[src/rtl/pkt_trunc_pkg.sv]
package pkt_trunc_pkg;

    // Width of the host-visible length field (bits kept from the 16-bit write)
    localparam int PKT_LEN_W = 11;

    typedef logic [PKT_LEN_W-1:0] pkt_len_t;

    // Effective limit derived from the programmed length
    typedef struct packed {
        logic     nolim;  // 1: forward the whole packet
        pkt_len_t lim;    // octets to forward when nolim is 0
    } pkt_limit_t;

endpackage

[src/rtl/pkt_len_reg.sv]
module pkt_len_reg
    import pkt_trunc_pkg::*;
#(
    parameter int BYTE_W = 8
) (
    input  logic              clk,
    input  logic              rst_n,
    input  logic              lo_we,
    input  logic              hi_we,
    input  logic [BYTE_W-1:0] wdata,
    output pkt_len_t          prog_len
);
    localparam int HI_BITS = PKT_LEN_W - BYTE_W;

    typedef struct packed {
        logic [BYTE_W-1:0] lo_stage;
        pkt_len_t          prog;
    } reg_st_t;

    reg_st_t st_d, st_q;

    always_comb begin
        st_d = st_q;
        if (lo_we) begin
            st_d.lo_stage = wdata;
        end
        if (hi_we) begin
            st_d.prog = {wdata[HI_BITS-1:0], st_q.lo_stage};
        end
    end

    always_ff @(posedge clk) begin
        if (!rst_n) begin
            st_q <= '0;
        end else begin
            st_q <= st_d;
        end
    end

    assign prog_len = st_q.prog;


    lo_only_stable_chk: assert property (@(posedge clk) disable iff (!rst_n)
        (lo_we && !hi_we) |=> $stable(prog_len));


    hi_commit_chk: assert property (@(posedge clk) disable iff (!rst_n)
        (hi_we && !lo_we) |=> (prog_len[PKT_LEN_W-1:BYTE_W] == $past(wdata[HI_BITS-1:0])));

endmodule

[src/rtl/pkt_len_clamp.sv]
module pkt_len_clamp
    import pkt_trunc_pkg::*;
#(
    parameter int MIN_LEN = 14,
    parameter int MAX_LEN = 1535
) (
    input  pkt_len_t   prog_len,
    output pkt_limit_t limit
);
    localparam pkt_len_t MIN_V = pkt_len_t'(MIN_LEN);
    localparam pkt_len_t MAX_V = pkt_len_t'(MAX_LEN);

    always_comb begin
        limit.nolim = 1'b0;
        limit.lim   = prog_len;
        if (prog_len < MIN_V) begin
            limit.lim = MIN_V;
        end else if (prog_len > MAX_V) begin
            limit.nolim = 1'b1;
            limit.lim   = MAX_V;
        end
    end


    clamp_floor_chk: assert final (limit.nolim || (limit.lim >= MIN_V));

endmodule

[src/rtl/pkt_trunc_core.sv]
module pkt_trunc_core
    import pkt_trunc_pkg::*;
#(
    parameter int DATA_W  = 8,
    parameter int MIN_LEN = 14,
    parameter int MAX_LEN = 1535
) (
    input  logic              clk,
    input  logic              rst_n,
    input  pkt_limit_t        limit,
    input  logic              in_valid,
    input  logic              in_sop,
    input  logic              in_eop,
    input  logic [DATA_W-1:0] in_data,
    output logic              out_valid,
    output logic              out_sop,
    output logic              out_eop,
    output logic [DATA_W-1:0] out_data
);
    localparam pkt_len_t ONE = pkt_len_t'(1);

    typedef struct packed {
        logic              active;  // forwarding the current packet
        logic              nolim;   // limit captured at start: no cut
        pkt_len_t          cnt;     // octets forwarded so far
        pkt_len_t          lim;     // limit captured at start
        logic              ov;
        logic              osop;
        logic              oeop;
        logic [DATA_W-1:0] odata;
    } core_st_t;

    core_st_t st_d, st_q;
    pkt_len_t cnt_inc;
    logic     cut;

    always_comb begin
        st_d       = st_q;
        st_d.ov    = 1'b0;
        st_d.osop  = 1'b0;
        st_d.oeop  = 1'b0;
        st_d.odata = in_data;
        cnt_inc    = st_q.cnt + ONE;
        cut        = 1'b0;
        if (in_valid) begin
            if (in_sop) begin
                cut         = !limit.nolim && (limit.lim == ONE);
                st_d.nolim  = limit.nolim;
                st_d.lim    = limit.lim;
                st_d.cnt    = ONE;
                st_d.ov     = 1'b1;
                st_d.osop   = 1'b1;
                st_d.oeop   = in_eop || cut;
                st_d.active = !(in_eop || cut);
            end else if (st_q.active) begin
                cut         = !st_q.nolim && (cnt_inc == st_q.lim);
                st_d.cnt    = st_q.nolim ? st_q.cnt : cnt_inc;
                st_d.ov     = 1'b1;
                st_d.oeop   = in_eop || cut;
                st_d.active = !(in_eop || cut);
            end
        end
    end

    always_ff @(posedge clk) begin
        if (!rst_n) begin
            st_q <= '0;
        end else begin
            st_q <= st_d;
        end
    end

    assign out_valid = st_q.ov;
    assign out_sop   = st_q.osop;
    assign out_eop   = st_q.oeop;
    assign out_data  = st_q.odata;


    cnt_below_lim_chk: assert property (@(posedge clk) disable iff (!rst_n)
        (st_q.active && !st_q.nolim) |-> (st_q.cnt < st_q.lim));


    drop_tail_chk: assert property (@(posedge clk) disable iff (!rst_n)
        (in_valid && !in_sop && !st_q.active) |=> !out_valid);


    sop_valid_chk: assert property (@(posedge clk) disable iff (!rst_n)
        (out_sop || out_eop) |-> out_valid);


    one_cycle_chk: assert property (@(posedge clk) disable iff (!rst_n)
        (in_valid && in_sop) |=> (out_valid && out_sop && out_data == $past(in_data)));


    lim_hold_chk: assert property (@(posedge clk) disable iff (!rst_n)
        (st_q.active && !(in_valid && in_sop)) |=> $stable(st_q.lim));


    lim_range_chk: assert property (@(posedge clk) disable iff (!rst_n)
        (st_q.active && !st_q.nolim) |->
            (st_q.lim >= pkt_len_t'(MIN_LEN) && st_q.lim <= pkt_len_t'(MAX_LEN)));

endmodule

[src/rtl/pkt_report_trunc.sv]
module pkt_report_trunc
    import pkt_trunc_pkg::*;
#(
    parameter int DATA_W  = 8,
    parameter int MIN_LEN = 14,
    parameter int MAX_LEN = 1535
) (
    input  logic              clk,
    input  logic              rst_n,
    input  logic              len_lo_we,
    input  logic              len_hi_we,
    input  logic [7:0]        len_wdata,
    input  logic              in_valid,
    input  logic              in_sop,
    input  logic              in_eop,
    input  logic [DATA_W-1:0] in_data,
    output logic              out_valid,
    output logic              out_sop,
    output logic              out_eop,
    output logic [DATA_W-1:0] out_data
);
    pkt_len_t   prog_len;
    pkt_limit_t limit;

    pkt_len_reg #(.BYTE_W(8)) len_reg_i (
        .clk      (clk),
        .rst_n    (rst_n),
        .lo_we    (len_lo_we),
        .hi_we    (len_hi_we),
        .wdata    (len_wdata),
        .prog_len (prog_len)
    );

    pkt_len_clamp #(.MIN_LEN(MIN_LEN), .MAX_LEN(MAX_LEN)) clamp_i (
        .prog_len (prog_len),
        .limit    (limit)
    );

    pkt_trunc_core #(.DATA_W(DATA_W), .MIN_LEN(MIN_LEN), .MAX_LEN(MAX_LEN)) core_i (
        .clk       (clk),
        .rst_n     (rst_n),
        .limit     (limit),
        .in_valid  (in_valid),
        .in_sop    (in_sop),
        .in_eop    (in_eop),
        .in_data   (in_data),
        .out_valid (out_valid),
        .out_sop   (out_sop),
        .out_eop   (out_eop),
        .out_data  (out_data)
    );


    reset_quiet_chk: assert property (@(posedge clk) !rst_n |=> !out_valid);

endmodule

[config.mk]
export PLATFORM = sky130hd
export DESIGN_NAME = pkt_report_trunc
export DESIGN_NICKNAME = d
export VERILOG_FILES = /design/src/rtl/pkt_trunc_pkg.sv /design/src/rtl/pkt_len_reg.sv /design/src/rtl/pkt_len_clamp.sv /design/src/rtl/pkt_trunc_core.sv /design/src/rtl/pkt_report_trunc.sv
export SDC_FILE = /design/constraint.sdc
export NUM_CORES = 1
export LEC_CHECK = 0
export ABC_CLOCK_PERIOD_IN_PS = 4800
export BUFFER_PORTS_ARGS = -buffer_cell sky130_fd_sc_hd__buf_4
export CORE_MARGIN = 2
export CORE_UTILIZATION = 50
export DETAILED_ROUTE_END_ITERATION = 16
export GPL_ROUTABILITY_DRIVEN = 0
export PLACE_DENSITY = 0.76
export SYNTH_ARGS = -nofsm -noshare
export SYNTH_HDL_FRONTEND = slang
export SYNTH_SLANG_ARGS = --single-unit
[constraint.sdc]
create_clock -name clk -period 4.8 [get_ports clk]
set_input_delay 0.96 -clock clk [delete_from_list [all_inputs] [get_ports clk]]
set_output_delay 0.96 -clock clk [all_outputs]
set_load 0.03 [all_outputs]
==> reports/results.ini <==
[place]
dp_worst_setup_slack_ns = 2.40
dp.cells = 344
io_buffers = 33
dpl_cell_area_um2 = 2680
hpwl_dp_um = 3210

[worst_setup_path]
critical_path.endpoint_type = flip-flop
cp.arrival_ns = 2.41
worst_setup_path_start_kind = flip-flop
path_cells = ha_1 > nand4_1 > nor3_2 > xnor2_1 > a211oi_1 > nand3_1 > a21o_1
worst_ep_required_time_ns = 5.02
worst_path_maximum_fanout = 9
crit_path_top_delay_cell = sky130_fd_sc_hd__dfxtp_1
worst-setup-path-type = reg2reg
critical_path.max_stage_delay_ns = 0.49

[logic_synthesis]
synth_cells = 270
synthDistinctLibCells = 44
postSynthRegisterBits = 54
post_synth_main_area_contributors = sky130_fd_sc_hd__dfxtp_1, sky130_fd_sc_hd__mux2i_1, sky130_fd_sc_hd__nor2b_1
yosys.cell_count.top_type = sky130_fd_sc_hd__dfxtp_1
synth_fp_nets = 294
synth_area_per_cell_um2 = 9.20
yosysTopAreaCell = sky130_fd_sc_hd__dfxtp_1
post_synth_instance_area_um2 = 2480
synth_edf_count = 0
synth_largest_type_area_fraction = 0.435
ys.flop_type = sky130_fd_sc_hd__dfxtp_1
synth_warnings = 0
synth-async-reset-ratio = 0
yosysSeqAreaShare = 0.435
synth.top_cells.by_count = sky130_fd_sc_hd__dfxtp_1, sky130_fd_sc_hd__nor2b_1, sky130_fd_sc_hd__mux2i_1

[route]
detail_route.drc_violations = 0
detail_route.wirelength_um = 4490
first_drt_iteration_drcs = 100
dr_total_vias = 1875
drt-pass1-iter-count = 4
route.antenna.remaining_nets = 0
drt-wirelength-per-cell_um = 12.7
via_per_inst = 5.33

[clocking]
ctsLongestPathBuffers = 2
clkLatencyLatePin_ns = 0.31
cts.repair.resized = 0
tritoncts = built
number_of_buffers_inserted_by_post_cts_setup_repair = 0
cts-root-buf = sky130_fd_sc_hd__clkbuf_8
worst_setup_hold_path_clk_slew_ns = 0.10
clock_sinks = 54
cts_made_buffers = 5
cts_max_level = 2
postCtsHoldBufs = 0

[floorplanning]
row_count = 25
starting_density_of_the_core = 0.523
fp.dieW_um = 74.5
fp.dieH_um = 74.5
core-area_um2 = 4750
i_o_pin_total = 34
floorplan.die_area_um2 = 5550

[grt]
gr-max-usage-layer = met2
grt_start_max_net_pins = 54
globalRouteOverflowTotal = 0
grtUsageMet1 = 0.232
grt_util_met2 = 0.295
global_route.usage.met3 = 0.0379
grt_pass1_wl_um = 7850
grt_antenna_before_repair = 0
vias_in_the_first_global_route = 1785
track_usage = 0.181

[run_status]
run_status = finished, final reports clean

[flow_run]
cap_violations = 0

[sta]
timing.clock.skew_ns = 0.0111
fmax_mhz = 458
finalSetupViolations = 0
finalCriticalPeriod_ns = 2.18
final_min_period_over_clock_period = 0.455
fin_tns_setup_ns = 0
rsz0062_at_grt = no
finalWorstSetupSlack_ns = 2.62
timing.final.hold_violations = 0
maxSlewHeadroom = 0.568
least_margin_pin_slew_ns = 0.648
whs_ns = 0.501
slew_viol_final = 0

[power]
max-vdd-ir-drop_mv = 0.209
power_per_cell_area_nw_per_um2 = 319
leakage_nw = 1.12

[finish]
instances_no_fill = 352
final_layout_size_suffix_gt1_frac = 0.189
antenna_diode_count = 0
fin_nets = 308
final_instance_area_um2 = 2800
area_growth_synth_to_finish_pct = 12.5

[min_path]
worst_hold_path_type = reg2reg

## metrics by stage
step,utilization,total power [mW]
final,0.588,0.891
after global routing,0.588,0.928
after CTS,0.588,0.904
after detailed placement,0.563,0.588
after global placement,0.563,0.585
after floorplan,-,0.560
## cell type report
cell class | count | area [um2]
Fill cell | 447 | 1960
Tap cell | 67 | 83.8
Timing Repair Buffer | 34 | 255
Sequential cell | 54 | 1080
Multi-Input combinational cell | 185 | 1240
Clock buffer | 5 | 68.8
Clock inverter | 3 | 47.5
Inverter | 4 | 15.0
## layer usage
metal / wire length, um / up-vias
met5: 0 / -
met4: 93 / 0
met3: 186 / 9
met2: 2110 / 40
met1: 2100 / 867
li1: - / 959
## worst paths after layout
check	start	to	depth (start not counted)	slack [ns]
worst min register to register	core_i.st_q[20]	core_i.st_q[20]	2	0.50
worst max register to register	core_i.st_q[22]	core_i.st_q[34]	7	2.62
worst max-delay path	core_i.st_q[22]	core_i.st_q[34]	7	2.62
worst min-delay path	core_i.st_q[20]	core_i.st_q[20]	2	0.50
## state kept, by name, indices dropped and copies added (netlist names)
register	flops
core_i.out_data	8
core_i.out_eop	1
core_i.out_sop	1
core_i.out_valid	1
core_i.st_q	24
len_reg_i.prog_len	11
len_reg_i.st_q	8
## kinds of logic after synthesis
kind of cell / count (synthesis) / synth area share
compound gates: 52 / 0.145
fa+ha+maj: 1 / 0.00503
mux: 19 / 0.0765
buf+inv: 31 / 0.0644
xor+xnor: 14 / 0.0524
simple gates: 99 / 0.222
flops: 54 / 0.435
## cells in the final DEF, fill, tap and decap left out, drive strengths merged
master / n
o31ai: 3
nand4b: 2
nand2b: 1
a31oi: 3
nand2: 18
mux2i: 19
and2: 18
a21o: 1
nand4: 6
or4: 2
bufinv: 1
o21a: 1
nand3: 8
or2: 1
o22ai: 1
o21ai: 18
nor2: 12
nand3b: 2
a21boi: 4
a211oi: 1
o221a: 8
ha: 1
a211o: 1
nor2b: 23
xor2: 5
clkinv: 1
inv: 5
o211a: 1
a21oi: 7
dfxtp: 54
nor4: 1
clkbuf: 5
a2bb2oi: 1
and4: 1
xnor2: 9
o211ai: 1
nor3: 4
buf: 34
o311ai: 1
## critical path: cells and delay by family (launching register included)
family,cells,cell delay [ns]
XOR/XNOR,1,0.11
AND/OR/NAND/NOR,3,0.69
adder cells (fa/ha/maj),1,0.38
flip-flops,1,0.49
AO/OA/AOI/OAI,2,0.42
## power breakdown
group / switching [mW] / total (mW) / internal, mW
Sequential: 0.0137 / 0.481 / 0.467
Combinational: 0.0475 / 0.0966 / 0.0491
Clock: 0.155 / 0.313 / 0.158
Total: 0.216 / 0.891 / 0.674
(Power assumes the default switching activity.)
